File: config.mk
export PLATFORM = sky130hd
export DESIGN_NAME = sram_cycle_ctrl
export DESIGN_NICKNAME = d
export VERILOG_FILES = /design/src/rtl/sram_ctrl_pkg.sv /design/src/rtl/sram_phase_cnt.sv /design/src/rtl/sram_turnaround.sv /design/src/rtl/sram_rd_capture.sv /design/src/rtl/sram_cycle_ctrl.sv
export SDC_FILE = /design/constraint.sdc
export NUM_CORES = 1
export LEC_CHECK = 0
export BUFFER_PORTS_ARGS = -buffer_cell sky130_fd_sc_hd__buf_2
export CAP_MARGIN = 20
export CORE_UTILIZATION = 43
export DETAILED_ROUTE_END_ITERATION = 7
export PLACE_DENSITY = 0.73
export SLEW_MARGIN = 20
export SYNTH_ARGS = -nofsm -noshare
export SYNTH_HDL_FRONTEND = slang
export SYNTH_SLANG_ARGS = --single-unit
File: constraint.sdc
create_clock -name clk -period 1.5 [get_ports clk]
set_clock_uncertainty 0.15 [all_clocks]
set_input_delay 0.3 -clock clk [delete_from_list [all_inputs] [get_ports clk]]
set_output_delay 0.3 -clock clk [all_outputs]
set_load 0.01 [all_outputs]
File: src/rtl/sram_ctrl_pkg.sv
package sram_ctrl_pkg;

  typedef enum logic [1:0] {
    PH_IDLE,
    PH_WR_PULSE,
    PH_WR_RECOV,
    PH_RD_ACCESS
  } phase_e;

  // Whole clock cycles needed to cover a time given in ns.
  function automatic int ns_to_cyc(input int ns, input int clk_ns);
    return (ns + clk_ns - 1) / clk_ns;
  endfunction

  function automatic int max2(input int a, input int b);
    return (a > b) ? a : b;
  endfunction

endpackage

File: src/rtl/sram_phase_cnt.sv
module sram_phase_cnt #(
  parameter int W = 4
) (
  input  logic         clk,
  input  logic         rst_n,
  input  logic         load,
  input  logic [W-1:0] load_val,
  output logic         expired
);
  logic [W-1:0] cnt;

  always_ff @(posedge clk) begin
    if (!rst_n)              cnt <= '0;
    else if (load)           cnt <= load_val;
    else if (cnt != '0)      cnt <= cnt - 1'b1;
  end

  assign expired = (cnt == '0);
endmodule

File: src/rtl/sram_turnaround.sv
module sram_turnaround #(
  parameter int W      = 4,
  parameter int TA_CYC = 3
) (
  input  logic clk,
  input  logic rst_n,
  input  logic rd_done,
  output logic bus_free
);
  logic [W-1:0] gap;

  always_ff @(posedge clk) begin
    if (!rst_n)          gap <= '0;
    else if (rd_done)    gap <= W'(TA_CYC);
    else if (gap != '0)  gap <= gap - 1'b1;
  end

  assign bus_free = (gap == '0);
endmodule

File: src/rtl/sram_rd_capture.sv
module sram_rd_capture #(
  parameter int DATA_W = 8
) (
  input  logic              clk,
  input  logic              rst_n,
  input  logic              take,
  input  logic [DATA_W-1:0] din,
  output logic [DATA_W-1:0] dout
);
  always_ff @(posedge clk) begin
    if (!rst_n)    dout <= '0;
    else if (take) dout <= din;
  end
endmodule

File: src/rtl/sram_cycle_ctrl.sv
module sram_cycle_ctrl
  import sram_ctrl_pkg::*;
#(
  parameter int ADDR_W   = 21,
  parameter int DATA_W   = 8,
  parameter int CLK_NS   = 10,
  parameter int T_WC_NS  = 70,
  parameter int T_WP_NS  = 55,
  parameter int T_AW_NS  = 65,
  parameter int T_DW_NS  = 30,
  parameter int T_WR_NS  = 5,
  parameter int T_RC_NS  = 70,
  parameter int T_AA_NS  = 70,
  parameter int T_OE_NS  = 35,
  parameter int T_OHZ_NS = 25
) (
  input  logic              clk,
  input  logic              rst_n,
  input  logic              req_valid,
  input  logic              req_write,
  input  logic [ADDR_W-1:0] req_addr,
  input  logic [DATA_W-1:0] req_wdata,
  output logic              host_ready,
  output logic [DATA_W-1:0] host_rdata,
  output logic [ADDR_W-1:0] mem_addr,
  output logic              mem_ce_n,
  output logic              mem_we_n,
  output logic              mem_oe_n,
  output logic [DATA_W-1:0] mem_dq_o,
  output logic              mem_dq_oe,
  input  logic [DATA_W-1:0] mem_dq_i
);
  // Cycle counts derived from the nanosecond parameters.
  localparam int WP_CYC = max2(1, max2(ns_to_cyc(T_WP_NS, CLK_NS),
                                max2(ns_to_cyc(T_AW_NS, CLK_NS), ns_to_cyc(T_DW_NS, CLK_NS))));
  localparam int WR_CYC = max2(max2(1, ns_to_cyc(T_WR_NS, CLK_NS)),
                               ns_to_cyc(T_WC_NS, CLK_NS) - WP_CYC);
  localparam int RA_CYC = max2(1, max2(ns_to_cyc(T_RC_NS, CLK_NS),
                                max2(ns_to_cyc(T_AA_NS, CLK_NS), ns_to_cyc(T_OE_NS, CLK_NS))));
  localparam int TA_CYC = ns_to_cyc(T_OHZ_NS, CLK_NS);
  localparam int CNT_W  = $clog2(max2(max2(WP_CYC, WR_CYC), max2(RA_CYC, TA_CYC)) + 1) + 1;

  phase_e             phase;
  logic               ph_expired;
  logic               bus_free;
  logic               ld_en;
  logic [CNT_W-1:0]   ld_val;

  // Named events, shared by the sequencer and the checker.
  logic accept, start_wr, start_rd, wr_pulse_end, wr_end, rd_end;

  assign accept       = (phase == PH_IDLE) && req_valid && !host_ready &&
                        (!req_write || bus_free);
  assign start_wr     = accept && req_write;
  assign start_rd     = accept && !req_write;
  assign wr_pulse_end = (phase == PH_WR_PULSE)  && ph_expired;
  assign wr_end       = (phase == PH_WR_RECOV)  && ph_expired;
  assign rd_end       = (phase == PH_RD_ACCESS) && ph_expired;

  always_comb begin
    ld_en = start_wr || start_rd || wr_pulse_end;
    if (start_wr)      ld_val = CNT_W'(WP_CYC - 1);
    else if (start_rd) ld_val = CNT_W'(RA_CYC - 1);
    else               ld_val = CNT_W'(WR_CYC - 1);
  end

  sram_phase_cnt #(.W(CNT_W)) phase_cnt_i (
    .clk(clk), .rst_n(rst_n), .load(ld_en), .load_val(ld_val), .expired(ph_expired)
  );

  sram_turnaround #(.W(CNT_W), .TA_CYC(TA_CYC)) turn_i (
    .clk(clk), .rst_n(rst_n), .rd_done(rd_end), .bus_free(bus_free)
  );

  sram_rd_capture #(.DATA_W(DATA_W)) cap_i (
    .clk(clk), .rst_n(rst_n), .take(rd_end), .din(mem_dq_i), .dout(host_rdata)
  );

  always_ff @(posedge clk) begin
    if (!rst_n) begin
      phase      <= PH_IDLE;
      mem_ce_n   <= 1'b1;
      mem_we_n   <= 1'b1;
      mem_oe_n   <= 1'b1;
      mem_dq_oe  <= 1'b0;
      mem_addr   <= '0;
      mem_dq_o   <= '0;
      host_ready <= 1'b0;
    end else begin
      host_ready <= 1'b0;
      unique case (phase)
        PH_IDLE: begin
          if (accept) begin
            mem_addr <= req_addr;
            mem_ce_n <= 1'b0;
            if (req_write) begin
              mem_dq_o  <= req_wdata;
              mem_we_n  <= 1'b0;
              mem_dq_oe <= 1'b1;
              phase     <= PH_WR_PULSE;
            end else begin
              mem_oe_n  <= 1'b0;
              phase     <= PH_RD_ACCESS;
            end
          end
        end
        PH_WR_PULSE: begin
          if (wr_pulse_end) begin
            mem_we_n  <= 1'b1;
            mem_dq_oe <= 1'b0;
            phase     <= PH_WR_RECOV;
          end
        end
        PH_WR_RECOV: begin
          if (wr_end) begin
            mem_ce_n   <= 1'b1;
            host_ready <= 1'b1;
            phase      <= PH_IDLE;
          end
        end
        PH_RD_ACCESS: begin
          if (rd_end) begin
            mem_ce_n   <= 1'b1;
            mem_oe_n   <= 1'b1;
            host_ready <= 1'b1;
            phase      <= PH_IDLE;
          end
        end
        default: phase <= PH_IDLE;
      endcase
    end
  end
endmodule

==> impl_metrics.json <==
{
  "crit_start": "turn_i.gap[1]",
  "power.share.clock": 0.175,
  "coreArea_um2": 4790,
  "endpoint_kind": "flip-flop",
  "dp_cells": 401,
  "vias": 2014,
  "synthMuxAreaShare": 0.149,
  "placed_area_um2": 2800,
  "hp-class": "input pin to flip-flop",
  "root_buffer": "clkbuf_8",
  "path_cells": "inv_2, ha_4, nor3b_4, o21a_4, buf_8, mux2i_1",
  "critPathKind": "flip-flop to flip-flop",
  "synth-simple-area-share": 0.208,
  "hold_viol": 0,
  "sw_frac_of_total": 0.336,
  "clkLatencyLatePin_ns": 0.31,
  "p_int_mw": 3.65,
  "seq_area_frac_synth": 0.483,
  "cap_viol_max_count": 0,
  "synth_xor_area_frac": 0.00406,
  "yosys.cell_types.count": 35,
  "status": "finished, violations left",
  "slew-limit-headroom": 0.779,
  "syn_nets": 280,
  "grt_usage": 0.192,
  "first_pass_iters": 4,
  "hold_ws_ns": 0.0689,
  "synth_area_per_cell_um2": 9.10,
  "synth_seq_cells": 52,
  "cts_sinks": 52,
  "synth_cells": 237,
  "fin_area_um2": 3210,
  "yosys_warnings": 0,
  "tns_ns": -1.75,
  "setup_viol": 34,
  "ys_top_cells_by_area": "dfxtp_1 48%, mux2i_1 14%, nand2_1 10%",
  "wirelength_um": 5100,
  "drc": 0,
  "grt_setup_unrepaired": "yes",
  "gp_congestion": 0.738,
  "worst_pin_slew_ns": 0.331,
  "vdd_drop_max_uv": 789,
  "antenna_found_initial": 0,
  "cp.buffers_inverters": 2,
  "drtIter0Drc": 77,
  "cts_max_level": 2,
  "avgRoutedWirePerCell_um": 12.3,
  "async_reset_ff_frac": 0,
  "nNetsFinal": 390,
  "period_needed_ns": 1.60,
  "p_leak_nw": 1.52,
  "ant_nets": 0,
  "grt_max_degree": 23,
  "total_power_mw": 5.49,
  "dieArea_um2": 5300,
  "setup_ws_ns": -0.0976,
  "fin_cells": 415,
  "grt_pass1_wl_um": 7810,
  "r2r_start": "turn_i.gap[1]",
  "p_sw_mw": 1.84,
  "gr-total-overflow": 0,
  "synth_top_cell_area_share": 0.483,
  "dieHeight_um": 72.8,
  "synth_edf_count": 0,
  "p_per_area_nw_per_um2": 1710,
  "cts_buffers": 5,
  "violations": "setup timing",
  "place_ws_ns": -0.143,
  "ys.flop_type": "dfxtp_1",
  "arrival_ns": 1.69,
  "syn-cell-area_um2": 2160,
  "grt_pass1_vias": 1752,
  "io_pins": 83,
  "hpwlAfterDp_um": 3590,
  "min_from": "req_wdata[1]",
  "slew_viol_final": 0,
  "critPathMaxStageDelay_ns": 0.34,
  "clkTransAtPathRegs_ns": 0.10,
  "synth_top_family_by_area": "simple AND/OR/NAND/NOR gates",
  "synth_top_area_cell": "dfxtp_1",
  "utilization": 0.670,
  "crit_family": "flip-flops",
  "worst_ep_required_time_ns": 1.59,
  "crit_path_start_kind": "flip-flop",
  "die_x_um": 72.8,
  "avgViaCountPerCell": 4.85,
  "max_freq_mhz": 626,
  "seqPwrFrac": 0.350,
  "critPathSlowestCell": "dfxtp_2",
  "cp_max_fo": 6,
  "syn2layout_area_growth_pct": 48.7,
  "cts_buffer_depth": 2,
  "cts_tree": "done",
  "postCtsHoldBufs": 0,
  "fin_crit_sh": 1.07,
  "antenna_cells": 0,
  "synth_compound_area_frac": 0.0853,
  "synthAdderAreaFrac": 0.0116,
  "drive_gt1_frac": 0.471,
  "num_rows": 25,
  "initial_core_util": 0.450,
  "io_buffers": 82,
  "combPwrFrac": 0.474
}
-- path summary, 6_finish.rpt --
path / end / slack, ns / depth (start not counted)
setup / recovery: mem_addr[5] / -0.1 / 6
hold / removal: mem_dq_o[1] / 0.07 / 3
setup reg to reg: mem_addr[5] / -0.1 / 6
hold reg to reg: mem_dq_oe / 0.30 / 2
-- layout make-up --
cell class / instances / area, um2
fill: 407 / 1580
timing repair buffer: 117 / 761
inverter: 10 / 37.5
clock buffer: 5 / 68.8
multi-input combinational: 161 / 1160
sequential: 52 / 1050
clock inverter: 3 / 42.5
tap: 67 / 83.8
-- sequential cells by signal (all words and copies together), names as in the netlist, 2 cells and up --
register and flops:
cap_i.dout 8, phase_cnt_i.cnt 4, turn_i.gap 4, mem_addr 21, mem_dq_o 8, phase 2
-- placed cells by master, fill, tap and decap left out, types with 6 or more instances in the layout --
master and instances:
nand2_1 59, dfxtp_1 45, buf_2 82, a21oi_1 7
nand3_1 6, inv_1 6, mux2i_1 31, o21ai_0 11
dfxtp_2 6, buf_4 23, buf_6 8
-- worst reg2reg max path, delay by kind of cell, from the launching register on --
kind	cells	cell delay, ns
flops	1	0.34
compound gates	1	0.25
buf+inv	2	0.23
simple gates	1	0.23
mux	1	0.20
fa+ha+maj	1	0.13
-- layer usage --
metal	vias to the layer above	GRT usage	wire length, um
met1	929	0.247	2350
met5	-	0	0
met4	0	0.0523	25
met2	65	0.308	2370
li1	1018	-	-
met3	2	0.0663	352
-- synth_stat cells, types with 2 or more instances --
library cell and instances:
nand2b_1 2, nand2_1 60, mux2i_1 31, a21oi_1 12, clkbuf_1 10, nand3_1 11
ha_1 2, dfxtp_1 52, o21a_1 3, o21ai_0 12, nor3_1 3, inv_1 10
nor2_1 6, nand3b_1 2
-- kinds of logic after synthesis --
family,count (synthesis)
AO/OA/AOI/OAI,32
XOR/XNOR,1
adder cells (fa/ha/maj),2
buffers and inverters,24
flip-flops,52
multiplexers,32
AND/OR/NAND/NOR,94
-- power groups by stage --
stage	logic, mW	registers, mW	clock network, mW
2_1_floorplan	1.17	1.99	0
3_3_place_gp	1.90	1.89	0
3_5_place_dp	1.94	1.90	0
4_1_cts	2.31	1.91	0.988
5_1_grt	2.81	1.96	1.04
6_report	2.60	1.92	0.963
-- what timing repair did --
item	in CTS	in global routing
gates cloned	2	1
resized for setup	30	23
buffers inserted	1	2
endpoints found under the setup margin	45	48
pin swaps	7	15
No activity file was read; power rests on OpenSTA's default activity.
